<file path="src/rtl/cmd_pkg.sv">
package cmd_pkg;
  typedef enum logic [1:0] {
    ROW_OFF  = 2'b00,
    ROW_PART = 2'b01,
    ROW_FULL = 2'b11
  } row_state_e;
endpackage

</file>
<file path="src/rtl/cmd_row_decoder.sv">
module cmd_row_decoder #(
  parameter int ROWS  = 4,
  parameter int COLS  = 8,
  parameter int LVL_W = 6
) (
  input  logic [LVL_W-1:0]      level,
  output logic [ROWS-1:0][1:0]  status
);
  import cmd_pkg::*;
  localparam int CW = LVL_W + 1;

  logic [CW-1:0] level_ext;
  assign level_ext = {1'b0, level};

  for (genvar r = 0; r < ROWS; r++) begin : g_row
    localparam int LO = r * COLS;
    localparam int HI = (r + 1) * COLS;
    always_comb begin
      if (level_ext >= CW'(HI))      status[r] = ROW_FULL;
      else if (level_ext > CW'(LO))  status[r] = ROW_PART;
      else                           status[r] = ROW_OFF;
    end
  end
endmodule

</file>
<file path="src/rtl/cmd_col_decoder.sv">
module cmd_col_decoder #(
  parameter int COLS  = 8,
  parameter int LVL_W = 6
) (
  input  logic [LVL_W-1:0] level,
  output logic [COLS-1:0]  col_en
);
  logic [LVL_W-1:0] rem;
  assign rem = level % LVL_W'(COLS);

  for (genvar c = 0; c < COLS; c++) begin : g_col
    assign col_en[c] = (rem > LVL_W'(c));
  end
endmodule

</file>
<file path="src/rtl/cmd_cell_logic.sv">
module cmd_cell_logic (
  input  logic [1:0] row_status,
  input  logic       col_en,
  output logic       cell_on
);
  import cmd_pkg::*;
  always_comb begin
    unique case (row_status)
      ROW_FULL: cell_on = 1'b1;
      ROW_PART: cell_on = col_en;
      default:  cell_on = 1'b0;
    endcase
  end
endmodule

</file>
<file path="src/rtl/cur_matrix_decoder.sv">
module cur_matrix_decoder #(
  parameter int ROWS   = 4,
  parameter int COLS   = 8,
  parameter int CODE_W = 6
) (
  input  logic                 clk,
  input  logic                 rst_n,
  input  logic [CODE_W-1:0]    code_in,
  output logic [ROWS*COLS-1:0] cells_on,
  output logic [2*ROWS-1:0]    row_state
);
  import cmd_pkg::*;
  localparam int CELLS = ROWS * COLS;
  localparam int LVL_W = $clog2(CELLS + 1);

  logic [LVL_W-1:0]     level_d, level_q;
  logic [ROWS-1:0][1:0] rows_d, rows_q;
  logic [COLS-1:0]      col_en;
  logic [CELLS-1:0]     cells_d, cells_q;
  logic                 en_in;

  // Clock enable written out: the pipeline advances every cycle.
  assign en_in = 1'b1;

  // Saturate levels above full scale.
  always_comb begin
    if (code_in > CODE_W'(CELLS)) level_d = LVL_W'(CELLS);
    else                          level_d = code_in[LVL_W-1:0];
  end

  always_ff @(posedge clk or negedge rst_n) begin
    if (!rst_n)     level_q <= '0;
    else if (en_in) level_q <= level_d;
  end

  cmd_row_decoder #(.ROWS(ROWS), .COLS(COLS), .LVL_W(LVL_W)) i_rows (
    .level(level_q), .status(rows_d)
  );

  cmd_col_decoder #(.COLS(COLS), .LVL_W(LVL_W)) i_cols (
    .level(level_q), .col_en(col_en)
  );

  for (genvar r = 0; r < ROWS; r++) begin : g_r
    for (genvar c = 0; c < COLS; c++) begin : g_c
      cmd_cell_logic i_cell (
        .row_status(rows_d[r]),
        .col_en    (col_en[c]),
        .cell_on   (cells_d[r*COLS+c])
      );
    end
  end

  always_ff @(posedge clk or negedge rst_n) begin
    if (!rst_n) begin
      cells_q <= '0;
      rows_q  <= '0;
    end else if (en_in) begin
      cells_q <= cells_d;
      rows_q  <= rows_d;
    end
  end

  assign cells_on  = cells_q;
  assign row_state = rows_q;

  // Assertions
  logic [ROWS-1:0] part_flags;
  for (genvar r = 0; r < ROWS; r++) begin : g_pf
    assign part_flags[r] = (rows_q[r] == ROW_PART);
  end

  assert_count_R3: assert property (@(posedge clk) disable iff (!rst_n)
    $countones(cells_q) == int'($past(level_q)));

  assert_one_partial_R5: assert property (@(posedge clk) disable iff (!rst_n)
    $onehot0(part_flags));

  for (genvar r = 0; r < ROWS; r++) begin : g_chk
    assert_legal_code_R4: assert property (@(posedge clk) disable iff (!rst_n)
      rows_q[r] != 2'b10);
    assert_full_row_R6: assert property (@(posedge clk) disable iff (!rst_n)
      (rows_q[r] == ROW_FULL) |-> (&cells_q[r*COLS +: COLS]));
    assert_off_row_R6: assert property (@(posedge clk) disable iff (!rst_n)
      (rows_q[r] == ROW_OFF) |-> (cells_q[r*COLS +: COLS] == '0));
    if (r > 0) begin : g_ord
      assert_fill_order_R4: assert property (@(posedge clk) disable iff (!rst_n)
        (rows_q[r] != ROW_OFF) |-> (rows_q[r-1] == ROW_FULL));
    end
  end
endmodule

</file>
<file path="config.mk">
export PLATFORM = sky130hd
export DESIGN_NAME = cur_matrix_decoder
export DESIGN_NICKNAME = d
export VERILOG_FILES = /design/src/rtl/cmd_pkg.sv /design/src/rtl/cmd_row_decoder.sv /design/src/rtl/cmd_col_decoder.sv /design/src/rtl/cmd_cell_logic.sv /design/src/rtl/cur_matrix_decoder.sv
export SDC_FILE = /design/constraint.sdc
export NUM_CORES = 1
export LEC_CHECK = 0
export BUFFER_PORTS_ARGS = -buffer_cell sky130_fd_sc_hd__buf_4
export CAP_MARGIN = 20
export CORE_MARGIN = 1
export CORE_UTILIZATION = 44
export CTS_CLUSTER_SIZE = 16
export DETAILED_ROUTE_END_ITERATION = 12
export GPL_ROUTABILITY_DRIVEN = 1
export GPL_TIMING_DRIVEN = 0
export PLACE_DENSITY = 0.83
export SLEW_MARGIN = 20
export SYNTH_ARGS = -nofsm -noshare
export SYNTH_HDL_FRONTEND = slang
export SYNTH_SLANG_ARGS = --single-unit
</file>
<file path="constraint.sdc">
create_clock -name clk -period 1.4 [get_ports clk]
set_clock_uncertainty 0.15 [all_clocks]
set_input_delay 0.14 -clock clk [delete_from_list [all_inputs] [get_ports clk]]
set_output_delay 0.14 -clock clk [all_outputs]
set_load 0.02 [all_outputs]
</file>
==> flow_results.xml <==
<?xml version="1.0" encoding="UTF-8"?>
<metrics>
  <group name="clock_network">
    <metric name="cts_buffers" unit="">5</metric>
    <metric name="cts-root-buf" unit="">sky130_fd_sc_hd__clkbuf_4</metric>
    <metric name="cts.sinks" unit="">46</metric>
    <metric name="cts_max_path_buffers" unit="">2</metric>
    <metric name="clk_latency" unit="ns">0.34</metric>
    <metric name="cts.htree.levels" unit="">2</metric>
    <metric name="cts_tree" unit="">yes</metric>
    <metric name="clk_transition_reported_paths" unit="ns">0.11</metric>
  </group>
  <group name="synthesis">
    <metric name="yosysWarningCount" unit="">0</metric>
    <metric name="synth_fp_nets" unit="">127</metric>
    <metric name="syn-instance-count" unit="">119</metric>
    <metric name="ys_types" unit="">17</metric>
    <metric name="synth.top_cells.by_area" unit="">sky130_fd_sc_hd__dfrtp_1, sky130_fd_sc_hd__o21ai_0, sky130_fd_sc_hd__nand2_1, sky130_fd_sc_hd__nor2b_1, sky130_fd_sc_hd__clkbuf_1</metric>
    <metric name="post_synth_top_area_cell" unit="">sky130_fd_sc_hd__dfrtp_1</metric>
    <metric name="synthDominantCellAreaShare" unit="%">76.29</metric>
    <metric name="syn-mean-instance-area" unit="µm²">12.68</metric>
    <metric name="netlist_area" unit="µm²">1509</metric>
    <metric name="seq_area_frac_synth" unit="%">76.29</metric>
    <metric name="yosys_register_bits" unit="">46</metric>
  </group>
  <group name="placed_design">
    <metric name="gp_congestion" unit="">0.7620</metric>
    <metric name="port_buffers" unit="">47</metric>
    <metric name="cell_count_post_placement" unit="">210</metric>
    <metric name="dpl.hpwl" unit="µm">1916</metric>
    <metric name="dp_worst_setup_slack" unit="ns">-0.09102</metric>
  </group>
  <group name="routing">
    <metric name="first_pass_detailed_route_iteration_total" unit="">4</metric>
    <metric name="wl_per_cell" unit="µm">12.11</metric>
    <metric name="vias" unit="">1071</metric>
    <metric name="drc" unit="">0</metric>
    <metric name="antenna_left" unit="">0</metric>
    <metric name="finalWirelength" unit="µm">2761</metric>
    <metric name="vias_per_cell" unit="">4.697</metric>
    <metric name="drtIter0Drc" unit="">11</metric>
  </group>
  <group name="run_status">
    <metric name="run_status" unit="">finished with violations</metric>
    <metric name="failed_checks" unit="">setup timing</metric>
  </group>
  <group name="finish">
    <metric name="finalNetCount" unit="">191</metric>
    <metric name="layout-area-overhead-vs-synth" unit="%">38.39</metric>
    <metric name="layoutNonFillerInstCount" unit="">228</metric>
    <metric name="commonest_cells_after_routing_fill_and_taps_aside" unit="">sky130_fd_sc_hd__buf_4, sky130_fd_sc_hd__dfrtp_1, sky130_fd_sc_hd__o21ai_0, sky130_fd_sc_hd__nand2_1</metric>
    <metric name="nFillCells" unit="">266</metric>
    <metric name="fraction_of_layout_cells_with_a_size_suffix_above_1" unit="%">37.50</metric>
    <metric name="antennaDiodeCount" unit="">0</metric>
    <metric name="final_common_cell" unit="">sky130_fd_sc_hd__buf_4</metric>
  </group>
  <group name="timing">
    <metric name="final_setup_viols" unit="">4</metric>
    <metric name="post-route-min-period" unit="ns">1.444</metric>
    <metric name="fin_setup_tns" unit="ns">-0.1479</metric>
    <metric name="worst_slew_pin_slew" unit="ns">0.5313</metric>
    <metric name="hold_violations" unit="">0</metric>
    <metric name="timing.final.max_slew_violations" unit="">0</metric>
    <metric name="slew-limit-headroom" unit="%">64.58</metric>
    <metric name="fin_crit_sh" unit="%">103.1</metric>
    <metric name="rsz0062_at_grt" unit="">yes</metric>
    <metric name="timing.fmax" unit="MHz">692.5</metric>
    <metric name="post-route-worst-setup-slack" unit="ns">-0.04396</metric>
  </group>
  <group name="floorplanning">
    <metric name="floorplan.initialDensity" unit="%">47.86</metric>
    <metric name="io_pins" unit="">48</metric>
    <metric name="core" unit="µm²">3153</metric>
    <metric name="design.die.area" unit="µm²">3668</metric>
    <metric name="die-width" unit="µm">60.56</metric>
    <metric name="fp.dieH" unit="µm">60.56</metric>
    <metric name="rows" unit="">20</metric>
  </group>
  <group name="worst_setup_path">
    <metric name="timing.reg2reg.worst_path_depth" unit="">2</metric>
    <metric name="crit_family" unit="">simple AND/OR/NAND/NOR gates</metric>
    <metric name="critical_path_class" unit="">reg2reg</metric>
    <metric name="worstPathCellList" unit="">or4_4 -&gt; or2_1</metric>
    <metric name="cp_max_fo" unit="">4</metric>
    <metric name="worst_setup_path_end_kind" unit="">register</metric>
    <metric name="crit-reg2reg-launch" unit="">level_q[2]</metric>
    <metric name="worst_path_largest_cell_delay" unit="ns">0.55</metric>
    <metric name="regToRegEndpoint" unit="">cells_on[0]</metric>
    <metric name="worst-path-buf-inv" unit="">0</metric>
    <metric name="timing.critical_path.slowest_stage_cell" unit="">sky130_fd_sc_hd__or4_4</metric>
    <metric name="reg2reg_setup_slack" unit="ns">-0.04</metric>
    <metric name="worst-endpoint-arrival" unit="ns">1.52</metric>
    <metric name="cp-start-kind" unit="">register</metric>
    <metric name="cp.required" unit="ns">1.48</metric>
  </group>
  <group name="grt">
    <metric name="vias_in_the_first_global_route" unit="">1021</metric>
    <metric name="global_route.usage.total" unit="%">16.80</metric>
    <metric name="antenna_found_initial" unit="">0</metric>
    <metric name="grt_remaining_overflow" unit="">0</metric>
    <metric name="grt_max_degree" unit="">47</metric>
    <metric name="wire_length_of_the_first_global_routing_pass" unit="µm">4402</metric>
  </group>
  <group name="pwr">
    <metric name="design_power_total" unit="mW">2.446</metric>
    <metric name="max-vdd-ir-drop" unit="µV">708.6</metric>
    <metric name="power_leakage" unit="nW">0.9609</metric>
    <metric name="power-per-cell-area" unit="nW/µm²">1171</metric>
  </group>
  <group name="flow_run">
    <metric name="max_cap_violations" unit="">0</metric>
  </group>
  <group name="worst_hold_path">
    <metric name="hold_path.class" unit="">in2async</metric>
  </group>
</metrics>
[cell type report]
class / count / area, µm² / share of cell area [%]
Sequential cell: 46 / 1154 / 55.24
Timing Repair Buffer: 58 / 452.9 / 21.69
Multi-Input combinational cell: 57 / 302.8 / 14.50
Clock buffer: 7 / 55.05 / 2.636
Tap cell: 44 / 55.05 / 2.636
Buffer: 8 / 37.54 / 1.797
Inverter: 7 / 26.28 / 1.258
Clock inverter: 1 / 5.005 / 0.2397
[registers in the layout (all words and copies together), names as in the netlist]
| name | flops |
|---|---|
| row_state | 8 |
| level_q | 6 |
| cells_on | 32 |
[routing by layer]
layer	vias to the layer above	wire [µm]	global-route usage (%)
met5	-	0	0
met4	0	19	5.844
met3	4	171	5.544
met2	38	1435	29.04
met1	517	1135	19.77
li1	512	-	-
[report_power, final]
part           switching (mW)  leakage [nW]  internal, mW
Clock                   0.369        0.0353         0.244
Combinational           0.226         0.412         0.165
Sequential             0.0322         0.514          1.41
Total                   0.627         0.961          1.82
[worst reg2reg max path, stage by stage (launching register included)]
cell	delay [ns]
sky130_fd_sc_hd__dfrtp_1	0.41
sky130_fd_sc_hd__or4_4	0.55
sky130_fd_sc_hd__or2_1	0.23
[synth_stat cells]
cell / n
sky130_fd_sc_hd__dfrtp_1: 46
sky130_fd_sc_hd__o21ai_0: 19
sky130_fd_sc_hd__nand2_1: 11
sky130_fd_sc_hd__clkbuf_1: 7
sky130_fd_sc_hd__inv_1: 7
sky130_fd_sc_hd__nor2_1: 5
sky130_fd_sc_hd__nor2b_1: 5
sky130_fd_sc_hd__a21oi_1: 4
sky130_fd_sc_hd__nor3_1: 3
sky130_fd_sc_hd__a21o_2: 2
sky130_fd_sc_hd__buf_2: 2
sky130_fd_sc_hd__nand3_1: 2
sky130_fd_sc_hd__or2_1: 2
sky130_fd_sc_hd__a211oi_1: 1
sky130_fd_sc_hd__nand3b_1: 1
sky130_fd_sc_hd__o31ai_1: 1
sky130_fd_sc_hd__or4_4: 1
[cell families after synthesis]
group / Yosys count / synth area share, %
flip-flops: 46 / 76.28
AND/OR/NAND/NOR: 30 / 9.784
AO/OA/AOI/OAI: 27 / 9.785
buffers and inverters: 16 / 4.147
[how the worst max path moves through the flow]
| stage | from | endpoint | slack (ns) | depth (start not counted) |
|---|---|---|---|---|
| final | level_q[2] | cells_on[0] | -0.04 | 2 |
| after global routing | level_q[2] | cells_on[0] | -0.08 | 2 |
| after CTS | level_q[2] | cells_on[0] | -0.04 | 2 |
| after detailed placement | level_q[5] | cells_on[14] | -0.09 | 4 |
| after global placement | level_q[5] | cells_on[14] | -0.07 | 4 |
| after floorplan | level_q[0] | cells_on[0] | 0.004 | 2 |
[metrics by stage]
stage	area (µm²)	utilization (%)	hold WS (ns)
finish	2088	66.23	0.1663
floorplan	1509	-	-0.3056
detailed placement	1917	60.79	0.008163
global route	2088	66.23	0.2093
global placement	1917	60.79	-0.003058
CTS	2078	65.91	0.1808
[repair_timing]
item | 4_1_cts | 5_1_grt
pin swaps | 3 | 1
setup buffers | 3 | 1
gates resized for setup | 7 | 2
hold buffers | 7 | 0
endpoints found under the setup margin | 27 | 26
endpoints found under the hold margin | 52 | 0
Note: power is estimated with default switching activity, not from simulation.
